File: src/rtl/sft_pkg.sv
package sft_pkg;

  typedef enum logic [1:0] {
    ACC_FETCH  = 2'b00,
    ACC_COH_RD = 2'b01,
    ACC_COH_WR = 2'b10,
    ACC_NONC   = 2'b11
  } acc_kind_e;

  // coherent data access: may need to be seen by other caches
  function automatic logic is_coh_data(input logic [1:0] kind);
    return (kind == ACC_COH_RD) || (kind == ACC_COH_WR);
  endfunction

  // local cacheable access releases the region back to private use
  function automatic logic local_clears(input logic [1:0] kind);
    return kind != ACC_NONC;
  endfunction

  // remote coherent data access marks the region as shared
  function automatic logic remote_sets(input logic [1:0] kind);
    return is_coh_data(kind);
  endfunction

endpackage

File: src/rtl/sft_reset_sync.sv
module sft_reset_sync #(
  parameter int STAGES = 2
) (
  input  logic clk,
  input  logic rst_n,
  output logic rst_sync_n
);

  logic [STAGES-1:0] sync_q;
  logic [STAGES-1:0] sync_d;

  always_comb begin
    sync_d = {sync_q[STAGES-2:0], 1'b1};
  end

  always_ff @(posedge clk or negedge rst_n) begin
    if (!rst_n) begin
      sync_q <= '0;
    end else begin
      sync_q <= sync_d;
    end
  end

  assign rst_sync_n = sync_q[STAGES-1];

endmodule

File: src/rtl/sft_block_decode.sv
module sft_block_decode #(
  parameter int ADDR_W = 14,
  parameter int OFF_W  = 5,
  localparam int IDX_W  = ADDR_W - OFF_W,
  localparam int NUM_BLK = 1 << IDX_W
) (
  input  logic [ADDR_W-1:0]  addr,
  input  logic               enable,
  output logic [IDX_W-1:0]   idx,
  output logic [NUM_BLK-1:0] onehot
);

  logic [ADDR_W-1:0] shifted;

  always_comb begin
    shifted = addr >> OFF_W;
    idx     = shifted[IDX_W-1:0];
  end

  for (genvar b = 0; b < NUM_BLK; b++) begin : g_sel
    assign onehot[b] = enable && (idx == IDX_W'(b));
  end

endmodule

File: src/rtl/sft_flag_array.sv
module sft_flag_array #(
  parameter int NUM_BLK = 512
) (
  input  logic               clk,
  input  logic               rst_n,
  input  logic [NUM_BLK-1:0] set_vec,
  input  logic [NUM_BLK-1:0] clr_vec,
  output logic [NUM_BLK-1:0] flags_q
);

  for (genvar b = 0; b < NUM_BLK; b++) begin : g_bit
    logic flag_d;
    logic flag_en;

    // set has priority over clear for the same region
    always_comb begin
      flag_en = set_vec[b] | clr_vec[b];
      flag_d  = set_vec[b];
    end

    always_ff @(posedge clk or negedge rst_n) begin
      if (!rst_n) begin
        flags_q[b] <= 1'b0;
      end else if (flag_en) begin
        flags_q[b] <= flag_d;
      end
    end
  end

endmodule

File: src/rtl/sft_route.sv
module sft_route (
  input  logic       loc_valid,
  input  logic [1:0] loc_kind,
  input  logic       flag_bit,
  output logic       ext_bus_req
);
  import sft_pkg::*;

  always_comb begin
    ext_bus_req = 1'b0;
    if (loc_valid) begin
      unique case (loc_kind)
        ACC_COH_RD, ACC_COH_WR: ext_bus_req = flag_bit;
        ACC_FETCH:              ext_bus_req = 1'b0;  // code is never modified
        default:                ext_bus_req = 1'b0;  // non-cacheable
      endcase
    end
  end

endmodule

File: src/rtl/shared_flag_tracker.sv
module shared_flag_tracker #(
  parameter int ADDR_W = 14,
  parameter int OFF_W  = 5,
  localparam int IDX_W   = ADDR_W - OFF_W,
  localparam int NUM_BLK = 1 << IDX_W
) (
  input  logic              clk,
  input  logic              rst_n,
  input  logic              loc_valid,
  input  logic [1:0]        loc_kind,
  input  logic [ADDR_W-1:0] loc_addr,
  input  logic              rem_valid,
  input  logic [1:0]        rem_kind,
  input  logic [ADDR_W-1:0] rem_addr,
  output logic              ext_bus_req
);
  import sft_pkg::*;

  logic               rst_sync_n;
  logic               loc_clr_en;
  logic               rem_set_en;
  logic [IDX_W-1:0]   loc_idx;
  logic [IDX_W-1:0]   rem_idx;
  logic [NUM_BLK-1:0] clr_vec;
  logic [NUM_BLK-1:0] set_vec;
  logic [NUM_BLK-1:0] flags_q;
  logic               loc_flag;

  sft_reset_sync #(.STAGES(2)) u_rst (
    .clk        (clk),
    .rst_n      (rst_n),
    .rst_sync_n (rst_sync_n)
  );

  always_comb begin
    loc_clr_en = loc_valid && local_clears(loc_kind);
    rem_set_en = rem_valid && remote_sets(rem_kind);
  end

  sft_block_decode #(.ADDR_W(ADDR_W), .OFF_W(OFF_W)) u_loc_dec (
    .addr   (loc_addr),
    .enable (loc_clr_en),
    .idx    (loc_idx),
    .onehot (clr_vec)
  );

  sft_block_decode #(.ADDR_W(ADDR_W), .OFF_W(OFF_W)) u_rem_dec (
    .addr   (rem_addr),
    .enable (rem_set_en),
    .idx    (rem_idx),
    .onehot (set_vec)
  );

  sft_flag_array #(.NUM_BLK(NUM_BLK)) u_flags (
    .clk     (clk),
    .rst_n   (rst_sync_n),
    .set_vec (set_vec),
    .clr_vec (clr_vec),
    .flags_q (flags_q)
  );

  assign loc_flag = flags_q[loc_idx];

  sft_route u_route (
    .loc_valid   (loc_valid),
    .loc_kind    (loc_kind),
    .flag_bit    (loc_flag),
    .ext_bus_req (ext_bus_req)
  );

endmodule

File: config.mk
export PLATFORM = sky130hd
export DESIGN_NAME = shared_flag_tracker
export DESIGN_NICKNAME = d
export VERILOG_FILES = /design/src/rtl/sft_pkg.sv /design/src/rtl/sft_reset_sync.sv /design/src/rtl/sft_block_decode.sv /design/src/rtl/sft_flag_array.sv /design/src/rtl/sft_route.sv /design/src/rtl/shared_flag_tracker.sv
export SDC_FILE = /design/constraint.sdc
export NUM_CORES = 1
export LEC_CHECK = 0
export BUFFER_PORTS_ARGS = -buffer_cell sky130_fd_sc_hd__buf_2
export CAP_MARGIN = 20
export CORE_MARGIN = 2
export CORE_UTILIZATION = 40
export CTS_CLUSTER_DIAMETER = 40
export DETAILED_ROUTE_END_ITERATION = 6
export PLACE_DENSITY = 0.53
export SLEW_MARGIN = 5
export SYNTH_ARGS = -nofsm -noshare
export SYNTH_HDL_FRONTEND = slang
export SYNTH_SLANG_ARGS = --single-unit
File: constraint.sdc
create_clock -name clk -period 46.8 [get_ports clk]
set_clock_uncertainty 0.15 [all_clocks]
set_input_delay 7.02 -clock clk [delete_from_list [all_inputs] [get_ports clk]]
set_output_delay 7.02 -clock clk [all_outputs]
set_load 0.005 [all_outputs]
==> run summary <==
worst-case clock buffer depth -> 3
H-tree depth -> 3
Yosys Warn Count -> 0
post-route setup TNS -> 0 ns
unrepaired setup endpoints after global routing -> no
list of most frequent post-synthesis cells -> o21ai_0, dfrtp_1, clkbuf_1
Slew headroom -> 0.173
final hold slack -> 0.197 ns
# setup viols final -> 0
Switch Pwr -> 291 uW
end point of the critical path -> ext_bus_req
Die W -> 246 um
hpwl dp -> 46500 um
Slew Viols, Final -> 0
via count -> 19.4k
peak supply drop -> 0.0311 mV
top_reg_cell synth -> dfrtp_1
period utilization -> 0.386
Hold Violations, Final -> 0
Num CTS Buffers -> 89
Peak Freq -> 55.4 MHz
Port Buffer Count -> 26
minimum clock period -> 18.07 ns
largest net degree at the start of global routing -> 171
Synth area leaders -> dfrtp_1, o21ai_0, mux4_2, clkbuf_1, a22oi_1
clock slew at reported path FFs -> 0.05 ns
slew at the pin with the worst max-slew slack -> 1.24 ns
core area -> 57800 um2
Clock Sinks -> 514
ys async rst share -> 1.00
outcome -> finished, final reports clean
post-synthesis average cell area -> 10.9 um2
height of the die -> 246 um
Cells after Synth -> 2151
Synth area leader -> dfrtp_1
initial antenna violation count -> 3
cts repair resizes -> 0
post-synth design cell area -> 23400 um2
reg2reg end -> u_flags.flags_q[33]
CP Launch Point -> loc_addr[5]
Crit Path Category -> in -> out
Tightest Hold Check Type -> reg -> reg
Seq pwr share -> 0.390
hold_buf cts -> 0
clock share of power -> 0.553
DRC viols -> 0
worst path arrival time -> 10.90 ns
post-DR vias/cell -> 6.62
postcts setup bufs -> 0
NumNets Final -> 2134
root buf cell -> clkbuf_16
Total Routing Usage GR -> 0.291
Worst R2R Start -> u_rst.sync_q[1]
R2R setup slack -> 43.33 ns
vias in the first global route -> 19.4k
startpoint types -> input port
Cell Int Power -> 903 uW
Layout area overhead -> 16.3%
Ports -> 37
Cell Pwr Density -> 43.8 nW/um2
combinational power share -> 0.057
layout cells sized above 1 -> 0.169
Starting DRT DRC Count -> 2498
post-synthesis sequential area ratio -> 0.549
first-pass GRT wire length -> 129000 um
area of the die -> 60500 um2
Placer Congestion -> 0.850
top-count cell post-synth -> o21ai_0
final WL -> 86500 um
DR pass1 iterations -> 6
CP Capture Type -> output port
clock latency on the worst-skew pair -> 0.62 ns
Routed WL per cell -> 29.4 um
critical path required time -> 39.63 ns
MaxCap Viol Count -> 0
Sw Share -> 0.244
Unique masters post-synth -> 38
top cell type's share of synthesized area -> 0.549
gr ovfl total -> 0
initial core utilization -> 0.405
worst-path maximum fanout -> 58
static leakage -> 11.3 nW
Mapped Nets -> 2188
Post-synth EDFFs -> 0
FP Rows -> 88
CTS tree -> done
synthesized flop and latch total -> 514
R2R depth -> 4
Detail Route Antenna Nets -> 0
## logic make-up after synthesis
logic type                 count (synthesis)  synth area share
AOI/OAI and AO/OA                       1092             0.238
xor gates and xnor gates                   1          0.000374
adders and majority gates                  1          0.000534
buffers and inverters                    209            0.0364
DFF                                      514             0.549
muxes                                    148             0.137
other                                      1          0.000160
and+or+nand+nor                          185            0.0379
## how the worst min path moves through the flow
stage                          from              end  slack, ns  cells after the start
floorplan           u_rst.sync_q[0]  u_rst.sync_q[1]       0.18                      0
global placement    u_rst.sync_q[0]  u_rst.sync_q[1]       0.19                      0
detailed placement  u_rst.sync_q[0]  u_rst.sync_q[1]       0.19                      0
CTS                 u_rst.sync_q[0]  u_rst.sync_q[1]       0.20                      0
global route        u_rst.sync_q[0]  u_rst.sync_q[1]       0.20                      0
finish              u_rst.sync_q[0]  u_rst.sync_q[1]       0.20                      0
## power by group through the flow
stage | combinational, mW | sequential (mW) | clock [mW]
2_1_floorplan | 0.0372 | 0.476 | 0
3_3_place_gp | 0.0652 | 0.472 | 0
3_5_place_dp | 0.0668 | 0.472 | 0
4_1_cts | 0.0670 | 0.465 | 0.665
5_1_grt | 0.0736 | 0.467 | 0.688
6_report | 0.0684 | 0.465 | 0.660
## registers in the layout, indices dropped and copies added (netlist names)
signal	cells
u_flags.flags_q	512
u_rst.sync_q	2
## critical path, cell delays in order
cell and delay, ns:
buf_8 0.53, buf_4 0.78, mux4_2 0.62, mux4_2 0.49, mux2i_1 0.40, a31oi_1 0.15
a211oi_1 0.50, nor3_1 0.20, buf_2 0.18
## area by class of cell
| type | count | area (um2) |
|---|---|---|
| Antenna cell | 3 | 7.51 |
| Clock buffer | 114 | 2510 |
| Clock inverter | 49 | 546 |
| Fill cell | 5278 | 30600 |
| Inverter | 2 | 7.51 |
| Multi-Input combinational cell | 1428 | 9770 |
| Sequential cell | 514 | 12900 |
| Tap cell | 765 | 957 |
| Timing Repair Buffer | 62 | 581 |
## cell usage in the layout (no fill, tap or decap), types with 21 or more instances in the layout
| master | n |
|---|---|
| o21ai_0 | 1024 |
| nand2_1 | 55 |
| dfrtp_1 | 513 |
| clkbuf_16 | 94 |
| buf_2 | 24 |
| nand3_1 | 37 |
| mux4_2 | 129 |
| buf_4 | 23 |
| a22oi_1 | 38 |
| nor2_1 | 21 |
## metal layers
layer,global-route usage,up-vias,routed length [um]
li1,-,7921,-
met5,0,-,0
met3,0.0753,229,9580
met4,0.122,0,3310
met2,0.443,1164,38900
met1,0.397,10100,34700
## stage by stage
stage                     setup WS [ns]   util  power, mW  cell area, um2  std cells
after global placement            28.69  0.414      0.537           23900       2759
after CTS                         28.68  0.470       1.20           27200       2930
after global routing              28.54  0.471       1.23           27200       2934
final                             28.73  0.471       1.19           27200       2937
after detailed placement          28.68  0.417      0.539           24100       2767
after floorplan                   30.49      -      0.513           23400       2151
No activity file was read; power rests on OpenSTA's default activity.
